### src/rtl/hostio_pkg.sv
package hostio_pkg;
  typedef enum logic [1:0] {
    MODE_XFER = 2'd0,
    MODE_HOLD = 2'd1,
    MODE_RUN  = 2'd2
  } mode_e;

  localparam int unsigned OFF_CTR_LO = 0;
  localparam int unsigned OFF_CTR_HI = 1;
  localparam int unsigned OFF_DATA   = 2;
  localparam int unsigned OFF_CMD    = 3;
  localparam int unsigned OFF_STAT   = 4;

  localparam logic [7:0] CMD_XFER = 8'd0;
  localparam logic [7:0] CMD_HOLD = 8'd1;
  localparam logic [7:0] CMD_RUN  = 8'd2;
endpackage

### src/rtl/hostio_win_dec.sv
module hostio_win_dec #(
  parameter int unsigned ADDR_W   = 10,
  parameter int unsigned WIN_BITS = 5,
  parameter logic [ADDR_W-1:0] BASE = 10'h300
) (
  input  logic [ADDR_W-1:0]   addr_i,
  output logic                hit_o,
  output logic [WIN_BITS-1:0] off_o
);
  assign hit_o = (addr_i[ADDR_W-1:WIN_BITS] == BASE[ADDR_W-1:WIN_BITS]);
  assign off_o = addr_i[WIN_BITS-1:0];
endmodule

### src/rtl/hostio_addr_ctr.sv
module hostio_addr_ctr #(
  parameter int unsigned BYTE_W = 8,
  localparam int unsigned CTR_W = 2 * BYTE_W
) (
  input  logic              clk_i,
  input  logic              rst_ni,
  input  logic              ld_lo_i,
  input  logic              ld_hi_i,
  input  logic [BYTE_W-1:0] wdata_i,
  input  logic              inc_i,
  output logic [CTR_W-1:0]  cnt_o
);
  always_ff @(posedge clk_i or negedge rst_ni) begin
    if (!rst_ni)      cnt_o <= '0;
    else if (ld_lo_i) cnt_o[BYTE_W-1:0] <= wdata_i;
    else if (ld_hi_i) cnt_o[CTR_W-1:BYTE_W] <= wdata_i;
    else if (inc_i)   cnt_o <= cnt_o + CTR_W'(1);
  end

  AST_CTR_STEP: assert property (@(posedge clk_i) disable iff (!rst_ni)
    $past(inc_i && !ld_lo_i && !ld_hi_i) |-> cnt_o == $past(cnt_o) + CTR_W'(1));
endmodule

### src/rtl/hostio_mode_ctl.sv
module hostio_mode_ctl
  import hostio_pkg::*;
#(
  parameter int unsigned BYTE_W = 8,
  parameter int unsigned VEC_W  = 16
) (
  input  logic              clk_i,
  input  logic              rst_ni,
  input  logic              cmd_wr_i,
  input  logic [BYTE_W-1:0] cmd_i,
  input  logic [VEC_W-1:0]  ctr_i,
  output mode_e             mode_o,
  output logic [VEC_W-1:0]  vec_o,
  output logic              cpu_rst_o
);
  always_ff @(posedge clk_i or negedge rst_ni) begin
    if (!rst_ni) begin
      mode_o <= MODE_XFER;
      vec_o  <= '0;
    end else if (cmd_wr_i) begin
      if (cmd_i == BYTE_W'(CMD_XFER)) begin
        mode_o <= MODE_XFER;
      end else if (cmd_i == BYTE_W'(CMD_HOLD)) begin
        mode_o <= MODE_HOLD;
        vec_o  <= ctr_i;
      end else if (cmd_i == BYTE_W'(CMD_RUN) && mode_o == MODE_HOLD) begin
        mode_o <= MODE_RUN;
      end
    end
  end

  assign cpu_rst_o = (mode_o != MODE_RUN);

  AST_RUN_ENTRY: assert property (@(posedge clk_i) disable iff (!rst_ni)
    (mode_o == MODE_RUN && $past(mode_o) != MODE_RUN) |->
      $past(cmd_wr_i && cmd_i == BYTE_W'(CMD_RUN) && mode_o == MODE_HOLD));
  AST_VEC_HOLD: assert property (@(posedge clk_i) disable iff (!rst_ni)
    (mode_o == MODE_RUN && $past(mode_o) == MODE_RUN) |-> $stable(vec_o));
endmodule

### src/rtl/hostio_cmd_dec.sv
module hostio_cmd_dec
  import hostio_pkg::*;
#(
  parameter int unsigned ADDR_W   = 10,
  parameter int unsigned WIN_BITS = 5,
  parameter logic [ADDR_W-1:0] BASE = 10'h300,
  parameter int unsigned BYTE_W   = 8,
  localparam int unsigned CTR_W   = 2 * BYTE_W
) (
  input  logic              clk_i,
  input  logic              rst_ni,
  input  logic [ADDR_W-1:0] io_addr_i,
  input  logic              io_wr_i,
  input  logic              io_rd_i,
  input  logic [BYTE_W-1:0] io_wdata_i,
  output logic [BYTE_W-1:0] io_rdata_o,
  output logic [CTR_W-1:0]  sram_addr_o,
  output logic [BYTE_W-1:0] sram_wdata_o,
  output logic              sram_we_o,
  output logic              sram_re_o,
  input  logic [BYTE_W-1:0] sram_rdata_i,
  output logic              cpu_rst_o,
  output logic [CTR_W-1:0]  cpu_vec_o
);
  logic                hit;
  logic [WIN_BITS-1:0] off;
  logic                wr_hit, rd_hit, busy;
  logic                data_wr, data_rd;
  logic [CTR_W-1:0]    ctr;
  logic [CTR_W-1:0]    wl_addr;
  logic [BYTE_W-1:0]   wl_data;
  logic                wl_vld;
  logic [BYTE_W-1:0]   rd_mux;
  mode_e               mode;

  hostio_win_dec #(.ADDR_W(ADDR_W), .WIN_BITS(WIN_BITS), .BASE(BASE)) u_dec (
    .addr_i(io_addr_i), .hit_o(hit), .off_o(off)
  );

  assign wr_hit  = io_wr_i && hit;
  assign rd_hit  = io_rd_i && hit;
  assign busy    = (mode == MODE_RUN);
  assign data_wr = wr_hit && off == WIN_BITS'(OFF_DATA) && !busy;
  assign data_rd = rd_hit && off == WIN_BITS'(OFF_DATA) && !busy;

  hostio_addr_ctr #(.BYTE_W(BYTE_W)) u_ctr (
    .clk_i, .rst_ni,
    .ld_lo_i(wr_hit && off == WIN_BITS'(OFF_CTR_LO)),
    .ld_hi_i(wr_hit && off == WIN_BITS'(OFF_CTR_HI)),
    .wdata_i(io_wdata_i),
    .inc_i(data_wr || data_rd),
    .cnt_o(ctr)
  );

  hostio_mode_ctl #(.BYTE_W(BYTE_W), .VEC_W(CTR_W)) u_mode (
    .clk_i, .rst_ni,
    .cmd_wr_i(wr_hit && off == WIN_BITS'(OFF_CMD)),
    .cmd_i(io_wdata_i),
    .ctr_i(ctr),
    .mode_o(mode),
    .vec_o(cpu_vec_o),
    .cpu_rst_o(cpu_rst_o)
  );

  // write latch: address and data held for the SRAM write cycle
  always_ff @(posedge clk_i or negedge rst_ni) begin
    if (!rst_ni) begin
      wl_vld  <= 1'b0;
      wl_addr <= '0;
      wl_data <= '0;
    end else begin
      wl_vld <= data_wr;
      if (data_wr) begin
        wl_addr <= ctr;
        wl_data <= io_wdata_i;
      end
    end
  end

  assign sram_we_o    = wl_vld;
  assign sram_wdata_o = wl_data;
  assign sram_re_o    = data_rd;
  assign sram_addr_o  = wl_vld ? wl_addr : ctr;

  always_comb begin
    rd_mux = '0;
    case (off)
      WIN_BITS'(OFF_CTR_LO): rd_mux = ctr[BYTE_W-1:0];
      WIN_BITS'(OFF_CTR_HI): rd_mux = ctr[CTR_W-1:BYTE_W];
      WIN_BITS'(OFF_DATA):   rd_mux = busy ? '0 : sram_rdata_i;
      WIN_BITS'(OFF_CMD):    rd_mux = BYTE_W'(mode);
      WIN_BITS'(OFF_STAT): begin
        rd_mux[1:0]        = mode;
        rd_mux[BYTE_W-1]   = busy;
      end
      default:               rd_mux = '0;
    endcase
  end

  // read latch toward the host
  always_ff @(posedge clk_i or negedge rst_ni) begin
    if (!rst_ni)     io_rdata_o <= '0;
    else if (rd_hit) io_rdata_o <= rd_mux;
  end

  AST_WE_FROM_STROBE: assert property (@(posedge clk_i) disable iff (!rst_ni)
    sram_we_o |-> $past(io_wr_i && hit && off == WIN_BITS'(OFF_DATA) && mode != MODE_RUN));
  AST_RUN_NO_SRAM: assert property (@(posedge clk_i) disable iff (!rst_ni)
    ($past(mode) == MODE_RUN && mode == MODE_RUN) |-> !sram_we_o);
  AST_OUTSIDE_HOLDS: assert property (@(posedge clk_i) disable iff (!rst_ni)
    $past(!(io_rd_i && hit)) |-> $stable(io_rdata_o));
endmodule

### config.mk
export PLATFORM = sky130hd
export DESIGN_NAME = hostio_cmd_dec
export DESIGN_NICKNAME = d
export VERILOG_FILES = /design/src/rtl/hostio_pkg.sv /design/src/rtl/hostio_win_dec.sv /design/src/rtl/hostio_addr_ctr.sv /design/src/rtl/hostio_mode_ctl.sv /design/src/rtl/hostio_cmd_dec.sv
export SDC_FILE = /design/constraint.sdc
export NUM_CORES = 1
export LEC_CHECK = 0
export ABC_AREA = 1
export BUFFER_PORTS_ARGS = -buffer_cell sky130_fd_sc_hd__buf_2
export CAP_MARGIN = 20
export CORE_ASPECT_RATIO = 0.6
export CORE_MARGIN = 5
export CORE_UTILIZATION = 55
export CTS_CLUSTER_DIAMETER = 60
export DETAILED_ROUTE_END_ITERATION = 10
export PLACE_DENSITY = 0.81
export REMOVE_ABC_BUFFERS = 1
export SYNTH_ARGS = -nofsm -noshare
export SYNTH_HDL_FRONTEND = slang
export SYNTH_SLANG_ARGS = --single-unit
### constraint.sdc
create_clock -name clk_i -period 1.9 [get_ports clk_i]
set_input_delay 0.095 -clock clk_i [delete_from_list [all_inputs] [get_ports clk_i]]
set_output_delay 0.095 -clock clk_i [all_outputs]
set_load 0.02 [all_outputs]
-- Yosys cells after proc, flatten, opt, wreduce, memory -nomap -nowiden
Cells that the tools add are included.
- bits in read-only memories: 0
- RAM bits: 0
- latch bits: 0
- memories: 0
- output and inout port bits: 51
- register bits: 67
- logic and storage cells: 56
- bits of input ports: 30
- eq/ne operators: 11
- multiplexer cells: 12
- $add $sub $neg: 1
- order comparisons: 0
- div/mod/pow operators: 0
- shift-type cells: 0
- bitwise gates (word level): 2
- multipliers: 0
- reduce and logical (&&, ||, !) cells: 22
- operators with widths (cell ; number):
    $mux W16 ; 2
    $mux W8 ; 4
    $add A16 B1 Y16 const B ; 1
    $pmux W5 S3 ; 1
    $eq A5 B2 Y1 const B ; 2
    $logic_and A1 B1 Y1 ; 10
    $eq A8 B1 Y1 const B ; 1
    $eq A8 B2 Y1 const B ; 1
    $logic_not A8 Y1 ; 1
    $pmux W2 S4 ; 1
    $mux W2 ; 3
    $reduce_and A2 Y1 ; 3
    $eq A5 B1 Y1 const B ; 1
    $eq A5 B3 Y1 const B ; 1
    $eq A5 B5 Y1 const B ; 1
    $logic_not A5 Y1 ; 1
    $pmux W1 S4 ; 1
    $reduce_bool A2 Y1 ; 2
    $reduce_and A3 Y1 ; 1
    $reduce_bool A3 Y1 ; 1
    $eq A2 B1 Y1 const B ; 1
    $eq A2 B2 Y1 const B ; 1
    $ne A2 B1 Y1 const B ; 1
    $ne A2 B2 Y1 const B ; 1
    other kinds (4) ; 5

-- Longest topological paths before layout
Gate-level depths: netlist of the first run.
- depth in word-level cells: 8
- depth in mapped cells: 10
- gate-level depth less buffers: 10

-- Cells and area by module
Synthesis of the first run repeated with hierarchy kept, for this count alone.
- cells, all modules: 519
- area total of the unflattened synthesis: 3882.5 µm²
- modules (own cells, without submodules) (module ; area an instance (µm²) ; cells each ; seq. area each (µm²) ; times used):
    hostio_cmd_dec ; 1795.5 ; 242 ; 825.8 ; 1
    hostio_addr_ctr ; 1177.4 ; 168 ; 400.4 ; 1
    hostio_mode_ctl ; 848.3 ; 98 ; 450.4 ; 1
    hostio_win_dec ; 61.3 ; 11 ; 0.0 ; 1

-- Worst setup path after synthesis of the first run
Ideal clock, no wire load.
- path type: reg-to-reg
- start point: register u_ctr.cnt_o[0]
- end point: register u_ctr.cnt_o[12]
- required time: 1.782 ns
- data arrival time: 1.265 ns
- cell stages (with the launch flop): 11
- path buffers: 0
- period minus slack after synthesis: 1.383 ns
- path slack: 0.517 ns
- cells stage by stage: dfrtp_1 > ha_1 > nand2_1 > nor2_2 > nand3_1 > nand2_1 > nand2_1 > nand2_1 > nand2_1 > nand2_1 > nand2_1
- longest elaborated chain between the ends: 3
- ends and longest elaborated chain (item ; line ; source):
    start: declaration ; hostio_addr_ctr.sv:11 ; output logic [CTR_W-1:0] cnt_o
    start signal: indexed assignment ; hostio_addr_ctr.sv:15 ; else if (ld_lo_i) cnt_o[BYTE_W-1:0] <= wdata_i;
    start signal: indexed assignment ; hostio_addr_ctr.sv:16 ; else if (ld_hi_i) cnt_o[CTR_W-1:BYTE_W] <= wdata_i;
    start signal: assignment ; hostio_addr_ctr.sv:17 ; else if (inc_i) cnt_o <= cnt_o + CTR_W'(1);
    $add A16 B1 Y16 ; hostio_addr_ctr.sv:17 ;
    $mux W16 ; hostio_addr_ctr.sv:17 ;
    $mux W8 ; hostio_addr_ctr.sv:16 ;
No other way between the ends. The select of a mux whose other input is x is not followed.
A chain may end at the register's enable or synchronous reset.

-- Worst setup path after layout of the first run
Same ends and word-level chain as after synthesis.

==> results.yml, run 1 <==
cts:
  cts_made_buffers: 9
  cts_num_sinks: 67
  cts_tree: "yes"
  cts_resized: 0
  cts_max_level: 3
  clock_path_buffers: 2
  clk_pin_slew_ps: 50
  root_buffer: "clkbuf_16"
  clock_latency_ps: 330
yosys:
  synthMuxAreaShare_pct: 0
  yosys_most_used_dff: "dfrtp_1"
  avgSynthCellArea_sq_um: 7.669
  yosysTopAreaCell: "dfrtp_1"
  yosysMostFrequentCell: "nand2_1"
  netlist.area_leader.share_pct: 44.80
  yosysSeqAreaShare_pct: 44.80
  synth_seq_cells: 67
  synth_area_sq_um: 3742
  async_flop_share_pct: 100.0
  synth_xor_area_share_pct: 1.170
  synthAdderAreaFrac_pct: 0.3343
  ys_top_cells_by_count: "nand2_1, dfrtp_1, nand3_1, inv_1, o21ai_0"
  synth-edff-count: 0
  yosys_warnings: 0
  synth_top_family_by_area: "simple AND/OR/NAND/NOR gates"
  synth-simple-area-share_pct: 32.23
  yosysUniqueCellTypes: 30
  synth_area_leaders: "dfrtp_1, nand2_1, o21ai_2"
  synth_cells: 488
  synth-compound-area-share_pct: 13.81
power:
  p_int_uw: 2636
  power_leakage_uw: 0.002390
  pwr-share-seq_pct: 42.9
  powerDensity_nw_per_um2: 744.9
  switching_power_uw: 731.7
  swShare_pct: 21.73
  vdd_drop_max_mv: 0.5690
  comb_power_share_pct: 4.7
  clkPwrFrac_pct: 52.4
  total_power_uw: 3368
timing:
  hold_violations: 0
  fin_crit_sh_pct: 89.33
  skew_ps: 5.239
  tightest_slew_ps: 556.2
  min_period_ps: 1697
  rsz0062_at_grt: "no"
  clock.fmax_ghz: 0.5892
  setup_viol: 0
  relSlewSlack_pct: 62.92
  fin_setup_tns_ps: 0
  slew_viol_final: 0
finish:
  fin_area_sq_um: 4521
  nFillCells: 562
  regArea_sq_um: 1677
  final_cells: 662
  nNetsFinal: 601
  syn_to_final_growth_pct: 20.80
  layout-drive-gt1-share_pct: 26.61
  diodes: 0
  multiInputGateArea_sq_um: 1779
worst_setup_path:
  critPathMostFrequentCell: "nand2_1"
  r2r_slack_ps: 200
  critPathLaunchType: "register"
  cp.required_ps: 2120
  r2r-end: "u_ctr.cnt_o[12]"
  slowest_delay_ps: 420
  worstPathMaxFanout: 9
  r2r_cells: 10
  critPathCaptureType: "register"
  crit_buf_inv: 0
  critical_path_arrival_ps: 1910
  cp_slowest_cell: "dfrtp_1"
  r2r-start: "u_ctr.cnt_o[0]"
  crit_type: "register to register"
  path_delay_family: "simple AND/OR/NAND/NOR gates"
  worstPathCellList: "ha_1 > nand2_1 > nor2_2 > nand3_1 > nand2_1 > nand2_1 > nand2_1 > nand2_1 > nand2_1 > nand2_1"
place:
  placedCellCount: 645
  hpwl_um: 7313
  port_buffers: 80
  dpl_cell_area_sq_um: 4193
  place.gp.congestion: 0.9412
global_routing:
  grt_pass1_vias: 3403
  antenna_found_initial: 0
  grt_max_degree: 68
  track_usage_pct: 25.15
  grt.overflow.total: 0
  grt_pass1_wl_um: 16660
job:
  maxCapViolCount: 0
worst_hold_path:
  min_path_type: "input port to register"
  holdPathEnd: "u_ctr.cnt_o[6]"
  holdPathStages: 3
  min_from: "io_wdata_i[6]"
routing:
  antenna_left: 0
  drtIter0Drc: 374
  first_pass_iters: 5
  vias: 3573
  drc: 0
  viasPerCell: 5.397
  totalWireLength_um: 9972
  wire_per_inst_um: 15.06
floorplan:
  die_h_um: 73.90
  row_count: 23
  die_w_um: 116.5
  boundaryPins: 81
  start_util_pct: 56.30
  core_sq_um: 6648
  die-area_sq_um: 8608
status:
  run_status: "completed"
[cell type report]
cell class,count,area share [%]
Timing Repair Buffer,85,10.30
Tap cell,87,2.408
Clock buffer,10,5.065
Sequential cell,67,37.09
Multi-Input combinational cell,361,39.36
Inverter,46,3.820
Clock inverter,6,1.965
[through the flow]
step / util [%] / worst slack [ps] / hold slack (ps)
floorplan: - / -319.1 / -200.6
global placement: 63.07 / 391.0 / 136.8
detailed placement: 63.07 / 292.0 / 146.3
CTS: 68.00 / 246.1 / 11.22
global route: 68.00 / 49.46 / 19.01
finish: 68.00 / 202.7 / 13.96
[power by group through the flow]
| stage | clock (uW) | sequential (uW) | combinational [uW] |
|---|---|---|---|
| 3_3_place_gp | 0 | 1470 | 154 |
| 4_1_cts | 1800 | 1440 | 161 |
| 5_1_grt | 1860 | 1440 | 178 |
| 3_5_place_dp | 0 | 1470 | 158 |
| 2_1_floorplan | 0 | 1470 | 52.9 |
| 6_report | 1770 | 1440 | 158 |
[registers in the layout, summed over array words and instances (netlist names)]
register	cells
u_ctr.cnt_o	16
sram_we_o	1
u_mode.mode_o	2
wl_addr	16
u_mode.vec_o	16
sram_wdata_o	8
io_rdata_o	8
[routing by layer]
layer	track usage, %	part of all wire (%)
met5	0	0
met4	8.880	1.5
met3	6.584	8.9
met2	37.39	44
met1	35.63	46
[kinds of logic after synthesis]
| family | after synthesis |
|---|---|
| AND/OR/NAND/NOR | 278 |
| adder cells (fa/ha/maj) | 1 |
| flip-flops | 67 |
| XOR/XNOR | 5 |
| buffers and inverters | 60 |
| AO/OA/AOI/OAI | 77 |
[tightest hold or removal path, delay by kind of cell]
family / cells / cell delay [ps]
and+or+nand+nor: 2 / 120
buffers and inverters: 1 / 90
[worst max-delay path by stage]
| stage | from | end | depth (start not counted) |
|---|---|---|---|
| floorplan | u_mode.mode_o[1] | sram_wdata_o[0] | 6 |
| global placement | u_ctr.cnt_o[0] | u_ctr.cnt_o[10] | 10 |
| detailed placement | u_ctr.cnt_o[0] | u_ctr.cnt_o[12] | 10 |
| CTS | u_ctr.cnt_o[0] | u_ctr.cnt_o[12] | 10 |
| global route | u_ctr.cnt_o[0] | u_ctr.cnt_o[12] | 10 |
| finish | u_ctr.cnt_o[0] | u_ctr.cnt_o[12] | 10 |
[what timing repair did]
action,4_1_cts,5_1_grt
buffers inserted,0,0
hold buffers,1,0
endpoints found under the hold margin,67,0
[cell usage in the layout (no fill, tap or decap), drive strengths merged, types with 5 or more instances in the layout]
| master | instances |
|---|---|
| xor2 | 5 |
| buf | 84 |
| o21ai | 72 |
| dfrtp | 67 |
| nor2 | 34 |
| clkbuf | 10 |
| nand2 | 186 |
| inv | 46 |
| nand3 | 47 |
| nand4 | 7 |
Power figures use the tool's default switching activity.
==> run 2: changes to the inputs <==
--- a/config.mk
+++ b/config.mk
@@ -10,10 +10,10 @@
 export CAP_MARGIN = 20
 export CORE_ASPECT_RATIO = 0.6
 export CORE_MARGIN = 5
-export CORE_UTILIZATION = 55
+export CORE_UTILIZATION = 25
 export CTS_CLUSTER_DIAMETER = 60
 export DETAILED_ROUTE_END_ITERATION = 10
-export PLACE_DENSITY = 0.81
+export PLACE_DENSITY = 0.45
 export REMOVE_ABC_BUFFERS = 1
 export SYNTH_ARGS = -nofsm -noshare
 export SYNTH_HDL_FRONTEND = slang
==> run 2 against run 1 <==
Clock skew increased by 4.1 ps. Worst hold slack better by 9.3 ps. Wire length is 11% higher. Design area rose by 2.4%. Critical path type is now register to output port. Power fell by 4.0%.
==> results.yml, run 2 (same netlist as run 1, synthesis figures left out) <==
cts:
  clock_latency_ps: 330
  root_buffer: "clkbuf_16"
  clk_pin_slew_ps: 60
  cts_max_level: 3
  postCtsSetupRepairBufs: 0
  cts_num_sinks: 67
  cts_made_buffers: 9
  cts_tree: "yes"
  clock_path_buffers: 2
routing:
  drtIter0Drc: 187
  first_pass_iters: 5
  drc: 0
  antenna_left: 0
  wire_per_inst_um: 14.36
  viasPerCell: 4.353
  vias: 3369
  totalWireLength_um: 11110
timing:
  hold_violations: 0
  skew_ps: 9.311
  fin_crit_sh_pct: 88.84
  setup_viol: 0
  tightest_slew_ps: 568.8
  min_period_ps: 1688
  clock.fmax_ghz: 0.5924
  rsz0062_at_grt: "no"
  fin_setup_tns_ps: 0
  relSlewSlack_pct: 62.08
  slew_viol_final: 0
worst_setup_path:
  slowest_delay_ps: 410
  cp.required_ps: 1800
  critPathCaptureType: "output port"
  worstPathCellList: "nand2_2 > nand2_1 > nor2_4 > buf_4 > inv_1 > nor2_1 > buf_2"
  crit_type: "register to output port"
  worstPathMaxFanout: 6
  r2r_slack_ps: 280
  critical_path_arrival_ps: 1590
  critPathLaunchType: "register"
  cp_slowest_cell: "dfrtp_1"
global_routing:
  grt_max_degree: 68
  grtUsageMet1_pct: 20.20
  grt.overflow.total: 0
  use_met3_pct: 4.377
  grt_pass1_vias: 3415
  track_usage_pct: 13.02
  met2_usage_pct: 17.55
  antenna_found_initial: 0
  grt_busiest_layer: "met1"
  grt_pass1_wl_um: 18390
floorplan:
  row_count: 34
  die_h_um: 104.8
  boundaryPins: 81
  core_sq_um: 14590
  die-area_sq_um: 17600
  die_w_um: 168.0
  start_util_pct: 25.65
finish:
  layout_commonest_cell: "nand2_1"
  nFillCells: 1588
  multiInputGateArea_sq_um: 1784
  final_cell_mix: "nand2_1, buf_2, dfrtp_1, nand3_1, inv_1"
  reg.largest.list: "u_ctr.cnt_o: 16 flops, u_mode.vec_o: 16 flops, wl_addr: 16 flops"
  layout-drive-gt1-share_pct: 26.56
  final_cells: 774
  syn_to_final_growth_pct: 23.67
  regArea_sq_um: 1677
  diodes: 0
  nNetsFinal: 602
place:
  hpwl_um: 8698
  place.gp.congestion: 0.8396
  placedCellCount: 757
  port_buffers: 80
power:
  powerDensity_nw_per_um2: 698.6
  vdd_drop_max_mv: 0.3334
  power_leakage_uw: 0.002382
status:
  run_status: "completed"
worst_hold_path:
  min_path_type: "input port to register"
job:
  maxCapViolCount: 0
==> run 2: metal layers <==
metal  vias to the layer above  part of all wire (%)  wire length, um
li1                       1738                     -                -
met1                      1530                    56             6196
met2                        93                    38             4168
met3                         8                   6.4              711
met4                         0                  0.32               36
met5                         -                     0                0
==> run 2: report_power, final <==
| part | leakage (uW) | internal (uW) | switching [uW] | total (uW) |
|---|---|---|---|---|
| Combinational | 0.00130 | 50.4 | 114 | 165 |
| Sequential | 0.000935 | 1440 | 7.40 | 1440 |
| Clock | 0.000143 | 1010 | 614 | 1630 |
==> run 2: final cells by class <==
cell class              count  area share [%]
clock buffers              11           5.028
clock inverters             5           1.162
inverters                  46           3.731
multi-input cells         361           38.55
flip-flops and latches     67           36.23
well taps                 198           5.353
repair buffers             86           9.949
==> run 2: worst paths after layout <==
kind | from | cells past startpoint | end
max | u_mode.mode_o[1] | 7 | sram_re_o
min | io_wdata_i[7] | 3 | u_ctr.cnt_o[7]
max reg2reg | u_ctr.cnt_o[0] | 8 | u_ctr.cnt_o[14]
min reg2reg | u_mode.vec_o[15] | 2 | u_mode.vec_o[15]
max in group asynchronous | rst_ni | 3 | u_ctr.cnt_o[8]
min in group asynchronous | rst_ni | 3 | u_mode.vec_o[5]
==> run 2: stage by stage <==
stage	util (%)	setup WS, ps	area [sq um]	hold WS, ps	power (uW)
floorplan	-	-319.1	3628	-200.6	1526
global placement	29.65	365.7	4327	144.5	1632
detailed placement	29.65	313.7	4327	150.2	1635
CTS	31.68	109.9	4623	15.98	3287
global route	31.72	68.45	4628	47.08	3374
finish	31.72	212.0	4628	23.29	3233
==> run 2: repair_timing <==
item / in CTS / in global routing
hold endpoints to repair: 67 / 0
hold buffers: 1 / 0
resized for setup: 0 / 1
endpoints found under the setup margin: 0 / 1
==> run 2: critical path, delay by kind of cell, from the launching register on <==
| family | cells | cell delay, ps |
|---|---|---|
| buf+inv | 3 | 390 |
| flops | 1 | 410 |
| simple gates | 4 | 460 |
==> run 3: changes to the inputs <==
--- a/config.mk
+++ b/config.mk
@@ -8,8 +8,6 @@
 export ABC_AREA = 1
 export BUFFER_PORTS_ARGS = -buffer_cell sky130_fd_sc_hd__buf_2
 export CAP_MARGIN = 20
-export CORE_ASPECT_RATIO = 0.6
-export CORE_MARGIN = 5
 export CORE_UTILIZATION = 25
 export CTS_CLUSTER_DIAMETER = 60
 export DETAILED_ROUTE_END_ITERATION = 10
==> run 3 against run 2 <==
Wire length shrank 3.5%. Global-route usage grew 1.7 points. Largest power group unchanged. Clock power is essentially flat. First-iteration DRC count shrank 7.0%. Critical path type unchanged. Flip-flop and latch count is the same. Non-clock buffer count grew 1. Combinational power is essentially flat. Clock skew shrank 4.2 ps. Clock-buffer cell count grew 3.
==> results.yml, run 3 (same netlist as run 1, synthesis figures left out) <==
status:
  run_status: "completed"
routing:
  vias: 3373
  viasPerCell: 4.438
  totalWireLength_um: 10720
  antenna_left: 0
  first_pass_iters: 5
  drc: 0
  wire_per_inst_um: 14.11
  drtIter0Drc: 174
worst_setup_path:
  r2r_slack_ps: 330
  critPathMostFrequentCell: "inv_1"
  worstPathMaxFanout: 9
  worstPathCellList: "inv_1 > nand2_2 > nand2_1 > nor2_4 > buf_4 > inv_1 > nor2_1 > buf_2"
  crit_type: "register to output port"
  cp_slowest_cell: "dfrtp_1"
  crit_buf_inv: 4
  slowest_delay_ps: 380
  cp.required_ps: 1800
  critical_path_arrival_ps: 1660
  critPathCaptureType: "output port"
  path_delay_family: "buffers and inverters"
  critPathLaunchType: "register"
timing:
  relSlewSlack_pct: 60.14
  min_period_ps: 1750
  clock.fmax_ghz: 0.5714
  slew_viol_final: 0
  tightest_slew_ps: 597.9
  holdWs_ps: 25.57
  hold_violations: 0
  fin_crit_sh_pct: 92.12
  setup_slack_ps: 149.8
  rsz0062_at_grt: "no"
  setup_viol: 0
  skew_ps: 5.071
global_routing:
  track_usage_pct: 14.68
  grt_pass1_wl_um: 17840
  grt_max_degree: 68
  grt.overflow.total: 0
  grt_pass1_vias: 3405
  antenna_found_initial: 0
floorplan:
  core_sq_um: 14590
  die_h_um: 124.4
  boundaryPins: 81
  start_util_pct: 25.65
  die_w_um: 124.4
  die-area_sq_um: 15460
  row_count: 44
place:
  place.gp.congestion: 0.8742
  port_buffers: 80
  place_ws_ps: 338.4
  hpwl_um: 7895
finish:
  reg.largest.list: "u_ctr.cnt_o: 16 flops, u_mode.vec_o: 16 flops, wl_addr: 16 flops"
  final_cell_mix: "nand2_1, buf_2, dfrtp_1, nand3_1, inv_1"
  nNetsFinal: 603
  layout_commonest_cell: "nand2_1"
  diodes: 0
  final_util_pct: 31.88
  syn_to_final_growth_pct: 24.27
  layout-drive-gt1-share_pct: 26.74
power:
  total_power_uw: 3268
  powerDensity_nw_per_um2: 702.6
  vdd_drop_max_mv: 0.4095
  power_leakage_uw: 0.002401
cts:
  clk_pin_slew_ps: 50
  clock_path_buffers: 2
  postCtsSetupRepairBufs: 0
  cts_max_level: 3
  cts_made_buffers: 9
  cts_num_sinks: 67
  cts_tree: "yes"
  clock_latency_ps: 340
  root_buffer: "clkbuf_16"
job:
  maxCapViolCount: 0
worst_hold_path:
  min_path_type: "input port to register"
## run 3: per-layer routing
| layer | up-vias | track usage (%) | routed length [um] |
|---|---|---|---|
| met5 | - | 0 | 0 |
| met4 | 0 | 4.252 | 44 |
| met3 | 4 | 3.995 | 653 |
| met2 | 84 | 23.20 | 4963 |
| met1 | 1554 | 19.51 | 5060 |
| li1 | 1731 | - | - |
## run 3: where the power goes
group | internal, uW | total (uW) | switching, uW | leakage [uW]
Sequential | 1440 | 1440 | 8.01 | 0.000935
Combinational | 53.2 | 165 | 112 | 0.00131
Clock | 1050 | 1660 | 607 | 0.000151
## run 3: repair_timing
action / CTS / global route
gates resized for setup: 0 / 1
hold buffers: 3 / 0
setup endpoints to repair: 0 / 1
endpoints found under the hold margin: 69 / 0
## run 3: cell type report
cell class              instances  area [sq um]
well taps                     184         230.2
repair buffers                 87         485.5
clock inverters                 1         5.005
multi-input cells             361          1787
fillers                      1579          9938
clock buffers                  14         294.0
flip-flops and latches         67          1677
inverters                      46         172.7
## run 3: worst min-delay path: cells and delay by family
kind                   cells  cell delay (ps)
AND/OR/NAND/NOR            2              120
buffers and inverters      1              110
## run 3: metrics by stage
step,instances,setup TNS (ps),instance area (sq um)
2_1_floorplan,474,-7544,3628
3_3_place_gp,742,0,4317
3_5_place_dp,742,0,4317
4_1_cts,760,0,4646
5_1_grt,760,0,4651
6_report,760,0,4651
## run 3: worst paths after layout
path	startpoint	end	cells after the start
min in group asynchronous	rst_ni	u_mode.vec_o[2]	3
worst min-delay path	io_wdata_i[4]	u_ctr.cnt_o[4]	3
worst max-delay path	u_mode.mode_o[0]	sram_re_o	8
worst min register to register	u_mode.vec_o[14]	u_mode.vec_o[14]	2
max in group asynchronous	rst_ni	sram_wdata_o[1]	3
worst max register to register	u_ctr.cnt_o[1]	u_ctr.cnt_o[12]	10
